[src/rtl/bank_alloc_pkg.sv]
package bank_alloc_pkg;

    parameter int NUM_CORES       = 8;
    parameter int NUM_LAYERS      = 4;
    parameter int BANKS_PER_SLICE = 4;
    parameter int GRID_COLS       = 4;

    localparam int GRID_ROWS   = NUM_CORES / GRID_COLS;
    localparam int ZONE_BANKS  = NUM_LAYERS * BANKS_PER_SLICE;
    localparam int LAYER_BANKS = NUM_CORES * BANKS_PER_SLICE;
    localparam int TOTAL_BANKS = LAYER_BANKS * NUM_LAYERS;
    localparam int CORE_W      = $clog2(NUM_CORES);
    localparam int BANK_W      = $clog2(TOTAL_BANKS);
    localparam int CNT_W       = $clog2(TOTAL_BANKS + 1);
    localparam int SLOT_W      = $clog2(ZONE_BANKS + 1);
    localparam int DIST_W      = $clog2(GRID_ROWS + GRID_COLS);

    typedef logic [CORE_W-1:0] core_id_t;
    typedef logic [BANK_W-1:0] bank_t;
    typedef logic [CNT_W-1:0]  cnt_t;
    typedef logic [SLOT_W-1:0] slot_t;
    typedef logic [DIST_W-1:0] dist_t;

    typedef struct packed {
        logic     owned;
        core_id_t core;
    } owner_t;

    typedef enum logic [1:0] {
        ST_IDLE,
        ST_CHECK,
        ST_OWN,
        ST_SPILL
    } phase_t;

    // bank number of slot 'slot' in zone 'zone' (lowest layer first)
    function automatic bank_t bank_of(input int zone, input int slot);
        int v;
        v = (slot / BANKS_PER_SLICE) * LAYER_BANKS
          + zone * BANKS_PER_SLICE
          + (slot % BANKS_PER_SLICE);
        return bank_t'(v);
    endfunction

    // Manhattan distance between two grid positions
    function automatic dist_t hop_dist(input int a, input int b);
        int dr;
        int dc;
        dr = (a / GRID_COLS) - (b / GRID_COLS);
        dc = (a % GRID_COLS) - (b % GRID_COLS);
        if (dr < 0) dr = -dr;
        if (dc < 0) dc = -dc;
        return dist_t'(dr + dc);
    endfunction

endpackage

[src/rtl/min_pick.sv]
module min_pick #(
    parameter int N  = 8,
    parameter int KW = 8,
    localparam int IW = $clog2(N)
) (
    input  logic [N-1:0]    cand,
    input  logic [N*KW-1:0] keys,
    output logic            found,
    output logic [IW-1:0]   idx
);

    logic [KW-1:0] best;

    // strict less-than keeps the lowest index on ties
    always_comb begin
        found = 1'b0;
        idx   = '0;
        best  = '0;
        for (int i = 0; i < N; i++) begin
            if (cand[i] && (!found || keys[i*KW +: KW] < best)) begin
                found = 1'b1;
                idx   = IW'(i);
                best  = keys[i*KW +: KW];
            end
        end
    end

endmodule

[src/rtl/req_check.sv]
module req_check
    import bank_alloc_pkg::*;
(
    input  logic [NUM_CORES*CNT_W-1:0] req_flat,
    output logic                       req_ok
);

    localparam int SUM_W = CNT_W + CORE_W;

    logic [SUM_W-1:0] total;
    logic             in_range;
    cnt_t             one_req;

    always_comb begin
        total    = '0;
        in_range = 1'b1;
        one_req  = '0;
        for (int c = 0; c < NUM_CORES; c++) begin
            one_req = req_flat[c*CNT_W +: CNT_W];
            total   = total + SUM_W'(one_req);
            if (one_req == '0 || one_req > cnt_t'(TOTAL_BANKS))
                in_range = 1'b0;
        end
        req_ok = in_range && (total == SUM_W'(TOTAL_BANKS));
    end

endmodule

[src/rtl/bank_alloc.sv]
module bank_alloc
    import bank_alloc_pkg::*;
(
    input  logic                       clk,
    input  logic                       rst,
    input  logic                       start,
    input  logic [NUM_CORES*CNT_W-1:0] req_flat,
    output logic                       busy,
    output logic                       done,
    output logic                       err,
    input  logic [BANK_W-1:0]          rd_bank,
    output logic                       rd_owned,
    output logic [CORE_W-1:0]          rd_core
);

    phase_t phase;
    cnt_t   req_q    [NUM_CORES];
    cnt_t   own_left [NUM_CORES];
    cnt_t   owe      [NUM_CORES];
    slot_t  fill     [NUM_CORES];
    owner_t table_q  [TOTAL_BANKS];
    logic   done_q;
    logic   err_q;

    // ---------------- request validation ----------------
    logic [NUM_CORES*CNT_W-1:0] req_vec;
    logic                       req_ok;

    always_comb begin
        for (int c = 0; c < NUM_CORES; c++)
            req_vec[c*CNT_W +: CNT_W] = req_q[c];
    end

    req_check u_check (
        .req_flat (req_vec),
        .req_ok   (req_ok)
    );

    // ---------------- candidate selection ----------------
    logic [NUM_CORES-1:0]        own_cand, spill_cand, zone_cand;
    logic [NUM_CORES*CNT_W-1:0]  own_keys, spill_keys;
    logic [NUM_CORES*DIST_W-1:0] zone_keys;
    logic                        own_found, spill_found, zone_found;
    core_id_t                    own_idx, spill_idx, zone_idx;

    generate
        for (genvar g = 0; g < NUM_CORES; g++) begin : g_keys
            assign own_cand[g]                    = own_left[g] != '0;
            assign own_keys[g*CNT_W +: CNT_W]     = req_q[g];
            assign spill_cand[g]                  = owe[g] != '0;
            assign spill_keys[g*CNT_W +: CNT_W]   = owe[g];
            assign zone_cand[g]                   = fill[g] != slot_t'(ZONE_BANKS);
            assign zone_keys[g*DIST_W +: DIST_W]  = hop_dist(int'(spill_idx), g);
        end
    endgenerate

    min_pick #(.N(NUM_CORES), .KW(CNT_W)) u_own_pick (
        .cand (own_cand), .keys (own_keys), .found (own_found), .idx (own_idx)
    );

    min_pick #(.N(NUM_CORES), .KW(CNT_W)) u_spill_pick (
        .cand (spill_cand), .keys (spill_keys), .found (spill_found), .idx (spill_idx)
    );

    min_pick #(.N(NUM_CORES), .KW(DIST_W)) u_zone_pick (
        .cand (zone_cand), .keys (zone_keys), .found (zone_found), .idx (zone_idx)
    );

    // ---------------- write port ----------------
    logic     wr_en;
    core_id_t wr_core;
    core_id_t wr_zone;
    bank_t    wr_bank;

    always_comb begin
        wr_en   = 1'b0;
        wr_core = '0;
        wr_zone = '0;
        if (phase == ST_OWN && own_found) begin
            wr_en   = 1'b1;
            wr_core = own_idx;
            wr_zone = own_idx;
        end else if (phase == ST_SPILL && spill_found && zone_found) begin
            wr_en   = 1'b1;
            wr_core = spill_idx;
            wr_zone = zone_idx;
        end
        wr_bank = bank_of(int'(wr_zone), int'(fill[wr_zone]));
    end

    // ---------------- sequencing ----------------
    always_ff @(posedge clk) begin
        if (rst) begin
            phase  <= ST_IDLE;
            done_q <= 1'b0;
            err_q  <= 1'b0;
            for (int c = 0; c < NUM_CORES; c++) begin
                req_q[c]    <= '0;
                own_left[c] <= '0;
                owe[c]      <= '0;
                fill[c]     <= '0;
            end
            for (int b = 0; b < TOTAL_BANKS; b++)
                table_q[b] <= '0;
        end else begin
            done_q <= 1'b0;
            case (phase)
                ST_IDLE: begin
                    if (start) begin
                        for (int c = 0; c < NUM_CORES; c++)
                            req_q[c] <= req_flat[c*CNT_W +: CNT_W];
                        for (int b = 0; b < TOTAL_BANKS; b++)
                            table_q[b] <= '0;
                        err_q <= 1'b0;
                        phase <= ST_CHECK;
                    end
                end
                ST_CHECK: begin
                    if (!req_ok) begin
                        err_q  <= 1'b1;
                        done_q <= 1'b1;
                        phase  <= ST_IDLE;
                    end else begin
                        for (int c = 0; c < NUM_CORES; c++) begin
                            if (req_q[c] < cnt_t'(ZONE_BANKS)) begin
                                own_left[c] <= req_q[c];
                                owe[c]      <= '0;
                            end else begin
                                own_left[c] <= cnt_t'(ZONE_BANKS);
                                owe[c]      <= req_q[c] - cnt_t'(ZONE_BANKS);
                            end
                            fill[c] <= '0;
                        end
                        phase <= ST_OWN;
                    end
                end
                ST_OWN: begin
                    if (own_found)
                        own_left[own_idx] <= own_left[own_idx] - 1'b1;
                    else
                        phase <= ST_SPILL;
                end
                ST_SPILL: begin
                    if (spill_found) begin
                        owe[spill_idx] <= owe[spill_idx] - 1'b1;
                    end else begin
                        done_q <= 1'b1;
                        phase  <= ST_IDLE;
                    end
                end
                default: phase <= ST_IDLE;
            endcase
            if (wr_en) begin
                table_q[wr_bank] <= '{owned: 1'b1, core: wr_core};
                fill[wr_zone]    <= fill[wr_zone] + 1'b1;
            end
        end
    end

    assign busy     = phase != ST_IDLE;
    assign done     = done_q;
    assign err      = err_q;
    assign rd_owned = table_q[rd_bank].owned;
    assign rd_core  = table_q[rd_bank].core;

    // ---------------- assertions ----------------
    logic any_owned;
    always_comb begin
        any_owned = 1'b0;
        for (int b = 0; b < TOTAL_BANKS; b++)
            any_owned = any_owned | table_q[b].owned;
    end

    assert_fresh_bank_R8: assert property (@(posedge clk) disable iff (rst)
        wr_en |-> !table_q[wr_bank].owned);

    assert_zone_bound_R8: assert property (@(posedge clk) disable iff (rst)
        wr_en |-> fill[wr_zone] < slot_t'(ZONE_BANKS));

    assert_rejected_clear_R9: assert property (@(posedge clk) disable iff (rst)
        err_q |-> !any_owned);

    assert_err_with_done_R9: assert property (@(posedge clk) disable iff (rst)
        $rose(err_q) |-> done_q);

    assert_done_pulse_R10: assert property (@(posedge clk) disable iff (rst)
        done_q |=> !done_q);

    assert_start_ignored_R11: assert property (@(posedge clk) disable iff (rst)
        (phase != ST_IDLE && start) |=> phase != ST_CHECK);

endmodule

[config.mk]
export PLATFORM = sky130hd
export DESIGN_NAME = bank_alloc
export DESIGN_NICKNAME = d
export VERILOG_FILES = /design/src/rtl/bank_alloc_pkg.sv /design/src/rtl/min_pick.sv /design/src/rtl/req_check.sv /design/src/rtl/bank_alloc.sv
export SDC_FILE = /design/constraint.sdc
export NUM_CORES = 2
export LEC_CHECK = 0
export CAP_MARGIN = 25
export CELL_PAD_IN_SITES_DETAIL_PLACEMENT = 1
export CELL_PAD_IN_SITES_GLOBAL_PLACEMENT = 1
export CORE_ASPECT_RATIO = 0.75
export CORE_MARGIN = 5
export CORE_UTILIZATION = 29
export CTS_CLUSTER_SIZE = 8
export DETAILED_ROUTE_END_ITERATION = 12
export DONT_BUFFER_PORTS = 1
export PLACE_DENSITY = 0.58
export SETUP_SLACK_MARGIN = 0.3
export SYNTH_ARGS = -nofsm -noshare
export SYNTH_HDL_FRONTEND = slang
export SYNTH_HIERARCHICAL = 1
export SYNTH_SLANG_ARGS = --single-unit
export TNS_END_PERCENT = 30
[constraint.sdc]
create_clock -name clk -period 30.6 [get_ports clk]
set_input_delay 6.12 -clock clk [delete_from_list [all_inputs] [get_ports clk]]
set_output_delay 6.12 -clock clk [all_outputs]
set_load 0.05 [all_outputs]
# Word-level counts from Yosys, hierarchy flattened

Memories as Yosys holds them, arrays and structs flattened.
Index checks and enable logic that the tools add are counted.
Widths: inputs -> output; s select.

Add/subtract/negate cells: 38
Order comparisons: 43
Reductions and logical operators: 108
Muxes and demuxes: 386
Equality and inequality tests: 16
Bitwise logic cells: 176

Operator list:

| kind                | number |
|---|---|
| $mux 4              | 129 |
| $mux 8              | 56 |
| $or 1x1->1          | 176 |
| $mux 1              | 146 |
| $reduce_bool 8->1   | 16 |
| $lt 8x8->1          | 14 |
| $mux 3              | 32 |
| $add 11x8->11       | 6 |
| $gt 8x8->1 const B  | 8 |
| $logic_not 8->1     | 8 |
| $lt 8x5->1 const B  | 8 |
| $sub 8x5->8 const B | 8 |
| $mux 5              | 9 |
| $ne 5x5->1 const B  | 8 |
| $logic_or 1x1->1    | 29 |
| $logic_and 1x1->1   | 25 |
| $add 3x3->3         | 8 |
| $logic_not 1->1     | 21 |
| $lt 3x3->1          | 7 |
| $mux 2              | 10 |
| $reduce_or 8->1     | 2 |
| $sub 8x1->8 const B | 2 |
| $eq 11x8->1 const B | 1 |
| $add 8x8->9         | 1 |
| 23 further kinds    | 37 |

Memories: 5
Flip-flop bits (word level): 4
Bits of input ports: 74
RAM bits: 744
Word-level logic and storage cells: 775

Memory list:

| name     | words | bits a word | rd ports | clocked after Yosys merged registers in | write ports | line             | text |
|---|---|---|---|---|---|---|---|
| table_q  | 128   | 4           | 1        | 0                                       | 128         | bank_alloc.sv:21 | `owner_t table_q [TOTAL_BANKS];` |
| owe      | 8     | 8           | 9        | 0                                       | 8           | bank_alloc.sv:19 | `cnt_t owe [NUM_CORES];` |
| own_left | 8     | 8           | 9        | 0                                       | 8           | bank_alloc.sv:18 | `cnt_t own_left [NUM_CORES];` |
| req_q    | 8     | 8           | 8        | 0                                       | 8           | bank_alloc.sv:17 | `cnt_t req_q [NUM_CORES];` |
| fill     | 8     | 5           | 9        | 0                                       | 8           | bank_alloc.sv:20 | `slot_t fill [NUM_CORES];` |

# Longest topological paths before layout

An unclocked memory read counts as a cell.

Depth after elaboration: 71
Gate-level depth with buffers: 126
Depth with buffers taken out: 117

# Cells and area by module

Netlist, hierarchy kept.

By module, submodules not included:

| module                     | cells an instance | instances | area each (um^2) | sequential area each (um^2) |
|---|---|---|---|---|
| bank_alloc                 | 2856              | 1         | 34981.0          | 21140.3 |
| min_pick at u_own_pick ... | 295               | 2         | 2274.7           | 0.0 |
| req_check                  | 199               | 1         | 1859.3           | 0.0 |
| min_pick at u_zone_pick    | 138               | 1         | 939.7            | 0.0 |

# Worst setup path after synthesis

No wires, ideal clock.

Path kind: flip-flop to flip-flop
From: memory owe[0][6] (netlist bit)
To: memory fill[0][4] (netlist bit), data pin
Cell stages (with the launch flop): 125
Buffers on the path: 9
Setup time: 0.272 ns
Arrival: 23.744 ns
Path slack: 6.583 ns
Path through: edfxtp_1 > nor4_1 > nand2_1 > clkbuf_1 > nand2_1 > ha_1 > and4bb_1 > o21ai_1 > a21o_1 > nand2_1 > nand2_1 > mux2i_1 > inv_1 > ha_1 > a21o_1 > a21oi_1 > o221a_2 > o21ai_0 > [89 not listed] > nand3_1 > a21oi_1 > a21oi_1 > o211ai_1 > a21o_1 > clkbuf_1 > nor2_1 > o22ai_1 > a21oi_1 > o32ai_1 > nand2_1 > inv_1 > buf_2 > buf_2 > ha_1 > o211ai_1 > xnor2_1 > nor2_1

RTL lines:

| what               | line |
|---|---|
| start: declaration | bank_alloc.sv:19 |
| end: declaration   | bank_alloc.sv:20 |

==> impl_metrics.prom <==
# TYPE chip_impl_metric gauge
chip_impl_info{name="run_status",value="finished clean"} 1
chip_impl_metric{name="finalMaxSlewViolations",unit=""} 0
chip_impl_info{name="worstSetupPathType",value="flop to flop"} 1
chip_impl_metric{name="clkTransAtPathRegs",unit="ns"} 0.07
chip_impl_metric{name="finalHoldViolations",unit=""} 0
chip_impl_metric{name="drive_gt1_share",unit="%"} 12.78
chip_impl_metric{name="yosys_warnings",unit=""} 6
chip_impl_metric{name="vias",unit=""} 31320
chip_impl_info{name="mostFrequentLayoutCells",value="sky130_fd_sc_hd__edfxtp_1, sky130_fd_sc_hd__nand2_1, sky130_fd_sc_hd__nor2_1, sky130_fd_sc_hd__o21ai_0, sky130_fd_sc_hd__nor3_1"} 1
chip_impl_metric{name="power_density",unit="nW/um2"} 94.17
chip_impl_metric{name="die_x",unit="um"} 451.2
chip_impl_metric{name="synth_compound_gate_area_share",unit="%"} 11.34
chip_impl_info{name="critPathMostFrequentCell",value="sky130_fd_sc_hd__ha_1"} 1
chip_impl_metric{name="cts_sinks",unit=""} 748
chip_impl_metric{name="grt.overflow.total",unit=""} 0
chip_impl_metric{name="final_weighted_congestion_of_routability_driven_global_placement",unit=""} 0.8557
chip_impl_metric{name="core_area",unit="um2"} 145000
chip_impl_metric{name="detail_route.drc_violations",unit=""} 0
chip_impl_metric{name="cpPeakStageDelay",unit="ns"} 0.67
chip_impl_metric{name="avgViaCountPerCell",unit=""} 5.500
chip_impl_info{name="highest-signal-layer",value="met4"} 1
chip_impl_metric{name="netlist_instances",unit=""} 3783
chip_impl_metric{name="io_pins",unit=""} 81
chip_impl_metric{name="grt_start_max_net_pins",unit=""} 188
chip_impl_metric{name="detail-route-antenna-nets",unit=""} 0
chip_impl_metric{name="setup_violations",unit=""} 0
chip_impl_metric{name="dr_wl_met2",unit="um"} 60490
chip_impl_metric{name="ff2ff_setup_slack",unit="ns"} 2.28
chip_impl_info{name="layout_commonest_cell",value="sky130_fd_sc_hd__edfxtp_1"} 1
chip_impl_metric{name="layout.nets",unit=""} 3976
chip_impl_info{name="worst_path_max_delay_cell",value="sky130_fd_sc_hd__or3_4"} 1
chip_impl_info{name="dominant_combinational_cell_family_by_area_after_synthesis",value="simple AND/OR/NAND/NOR gates"} 1
chip_impl_metric{name="die_height",unit="um"} 340.9
chip_impl_metric{name="post-dp-hpwl",unit="um"} 99010
chip_impl_metric{name="clock_tree.buffer_depth",unit=""} 3
chip_impl_metric{name="area_growth_syn_to_layout",unit="%"} 12.48
chip_impl_metric{name="synth_nets",unit=""} 4057
chip_impl_metric{name="global_route_wire_length_before_repair",unit="um"} 214600
chip_impl_metric{name="period_utilisation_layout",unit="%"} 92.55
chip_impl_metric{name="synth-simple-area-share",unit="%"} 14.57
chip_impl_metric{name="grt_antenna_before_repair",unit=""} 7
chip_impl_metric{name="die_outline_area",unit="um2"} 153800
chip_impl_metric{name="drt_pass1_iterations",unit=""} 5
chip_impl_metric{name="synthesis.area_per_instance",unit="um2"} 11.19
chip_impl_metric{name="cts.htree.levels",unit=""} 3
chip_impl_metric{name="grtUsageTotal",unit="%"} 18.48
chip_impl_info{name="cts_tree",value="done"} 1
chip_impl_metric{name="period_needed",unit="ns"} 28.32
chip_impl_info{name="worst_hold_path_type",value="flop to flop"} 1
chip_impl_metric{name="placedInstanceArea",unit="um2"} 44380
chip_impl_metric{name="clk_latency_worst_skew_pair",unit="ns"} 0.74
chip_impl_metric{name="ys_types",unit=""} 95
chip_impl_metric{name="postSynthRegisterBits",unit=""} 748
chip_impl_metric{name="post_synth_mux_area_share",unit="%"} 12.36
chip_impl_metric{name="ys_seq_area_share",unit="%"} 49.94
chip_impl_metric{name="cp_data_required_time",unit="ns"} 30.93
chip_impl_metric{name="finalSetupTns",unit="ns"} 0
chip_impl_metric{name="synth_edf_count",unit=""} 616
chip_impl_metric{name="synth_fa_ha_area_share",unit="%"} 6.603
chip_impl_metric{name="timing.max_cap.violations",unit=""} 0
chip_impl_metric{name="io_buffer_count",unit=""} 0
chip_impl_info{name="start_kind",value="flop"} 1
chip_impl_metric{name="synth_xor_xnor_area_share",unit="%"} 1.076
chip_impl_metric{name="initial_core_util",unit="%"} 29.19
chip_impl_info{name="setup.worst_path.end_class",value="flop"} 1
chip_impl_metric{name="detail_route.wirelength.met1",unit="um"} 71190
chip_impl_metric{name="first_global_vias",unit=""} 31540
chip_impl_metric{name="cell_rows",unit=""} 121
chip_impl_metric{name="worst-slew-pin-transition",unit="ns"} 1.123
chip_impl_metric{name="postSynth.asyncResetShare",unit="%"} 0
chip_impl_metric{name="slew_headroom",unit="%"} 24.58
chip_impl_metric{name="cp.arrival",unit="ns"} 28.65
chip_impl_info{name="yosys_most_used_dff",value="sky130_fd_sc_hd__edfxtp_1"} 1
chip_impl_metric{name="timing.critical_path.fanout_max",unit=""} 38
chip_impl_metric{name="synthesis.area",unit="um2"} 42330
chip_impl_metric{name="wl",unit="um"} 145600
chip_impl_info{name="clock-root-buffer",value="sky130_fd_sc_hd__clkbuf_16"} 1
chip_impl_metric{name="static-leakage-power",unit="nW"} 17.10
chip_impl_metric{name="irDropWorstVdd",unit="mV"} 0.1482
chip_impl_metric{name="routed_wire_length_per_instance",unit="um"} 25.57
chip_impl_info{name="rsz0062_at_grt",value="false"} 1
chip_impl_metric{name="metal3_wl",unit="um"} 11440
chip_impl_metric{name="clock-skew-final",unit="ns"} 0.06482
chip_impl_metric{name="cts_made_buffers",unit=""} 104
chip_impl_metric{name="detailedRoute.firstIterationViolations",unit=""} 3136
chip_impl_metric{name="maxClockFrequency",unit="GHz"} 0.03531
chip_impl_metric{name="timing.hold.ws",unit="ns"} 0.4396
chip_impl_metric{name="final_standard_cell_area_without_fillers",unit="um2"} 47610
==> cells by family (layout without fill, tap and decap cells) <==
logic type      Yosys count  in the layout
mux                     304            304
compound gates          727            727
buf+inv                 443            446
xor+xnor                 52             52
fa+ha+maj               200            200
simple gates           1309           1309
flops                   748            748
other cells               0              3
==> registers in the layout, indices dropped and copies added, names as in the netlist, named ones only <==
name	cells
table_q	512
owe	64
own_left	64
req_q	64
fill	40
done	1
err	1
phase	1
==> Yosys cell counts (14+ instances only) <==
cell type,count,share of area [%]
sky130_fd_sc_hd__a21o_1,39,0.69
sky130_fd_sc_hd__a21oi_1,84,0.99
sky130_fd_sc_hd__a221oi_2,14,0.50
sky130_fd_sc_hd__a22o_1,56,1.2
sky130_fd_sc_hd__and2_1,59,0.87
sky130_fd_sc_hd__and3_1,15,0.22
sky130_fd_sc_hd__and4_1,18,0.37
sky130_fd_sc_hd__buf_1,18,0.16
sky130_fd_sc_hd__buf_2,42,0.50
sky130_fd_sc_hd__clkbuf_1,206,1.8
sky130_fd_sc_hd__dfxtp_1,132,6.2
sky130_fd_sc_hd__edfxtp_1,616,44
sky130_fd_sc_hd__fa_1,39,1.8
sky130_fd_sc_hd__ha_1,161,4.8
sky130_fd_sc_hd__inv_1,171,1.5
sky130_fd_sc_hd__mux2_2,33,0.88
sky130_fd_sc_hd__mux2i_1,98,2.3
sky130_fd_sc_hd__mux4_2,171,9.1
sky130_fd_sc_hd__nand2_1,384,3.4
sky130_fd_sc_hd__nand2b_1,14,0.21
sky130_fd_sc_hd__nand3_1,39,0.46
sky130_fd_sc_hd__nand4_1,32,0.47
sky130_fd_sc_hd__nor2_1,359,3.2
sky130_fd_sc_hd__nor2b_1,39,0.58
sky130_fd_sc_hd__nor3_1,222,2.6
sky130_fd_sc_hd__nor4_1,53,0.78
sky130_fd_sc_hd__o211ai_1,17,0.30
sky130_fd_sc_hd__o21a_1,14,0.25
sky130_fd_sc_hd__o21ai_0,277,3.3
sky130_fd_sc_hd__o21ai_1,52,0.61
sky130_fd_sc_hd__o22ai_1,39,0.58
sky130_fd_sc_hd__or3_1,19,0.28
sky130_fd_sc_hd__xnor2_1,35,0.72
sky130_fd_sc_hd__xor2_1,17,0.35
==> metrics by stage <==
step / total power (W) / instances / utilization (%) / setup WS, ns
2_1_floorplan: 0.002772 / 3783 / - / 6.583
3_3_place_gp: 0.003295 / 5484 / 30.50 / 1.337
3_5_place_dp: 0.003336 / 5498 / 30.60 / 0.5601
4_1_cts: 0.004470 / 5688 / 32.77 / 0.3835
5_1_grt: 0.004758 / 5692 / 32.82 / 0.3759
6_report: 0.004484 / 5695 / 32.83 / 2.279
==> critical path: cells and delay by family, from the launching register on <==
| kind | cells | cell delay (ns) |
|---|---|---|
| compound gates | 56 | 12.86 |
| simple gates | 23 | 5.71 |
| fa+ha+maj | 14 | 4.05 |
| mux | 8 | 2.59 |
| buf+inv | 9 | 2.11 |
| flops | 1 | 0.43 |
==> layer usage <==
layer	vias to the layer above	global-route usage [%]
met5	-	0
met4	0	3.719
met3	156	4.008
met2	1069	26.41
met1	16070	28.54
li1	14030	-
==> what timing repair did <==
| item | 4_1_cts | 5_1_grt |
|---|---|---|
| hold buffers | 0 | 0 |
| setup endpoints to repair | 0 | 928 |
| gates resized for setup | 0 | 15 |
| buffers inserted | 0 | 1 |
==> path summary, 6_finish.rpt <==
path	cells after the start	end	start
worst max-delay path	110	table_q[116][2]$_DFFE_PP_	owe[0][2]$_DFFE_PP_
worst min-delay path	2	table_q[76][3]$_SDFFE_PP1P_	table_q[76][3]$_SDFFE_PP1P_
worst max register to register	110	table_q[116][2]$_DFFE_PP_	owe[0][2]$_DFFE_PP_
worst min register to register	2	table_q[76][3]$_SDFFE_PP1P_	table_q[76][3]$_SDFFE_PP1P_
==> layout make-up <==
cell class | count | area (um2)
inverter | 174 | 660.6
antenna | 3 | 7.507
clock inverter | 9 | 230.2
multi-input combinational | 2592 | 19610
timing repair buffer | 81 | 663.1
clock buffer | 181 | 2913
fill | 15950 | 97420
sequential | 748 | 21140
tap | 1906 | 2385
timing repair inverter | 1 | 5.005
==> power by group <==
group	switching [W]	internal, W	leakage, nW
clock network	0.000462	0.000653	1.47
registers	0.0000475	0.00115	7.69
logic	0.00135	0.000827	7.93
total	0.00186	0.00263	17.1
Note: power is estimated with default switching activity, not from simulation.
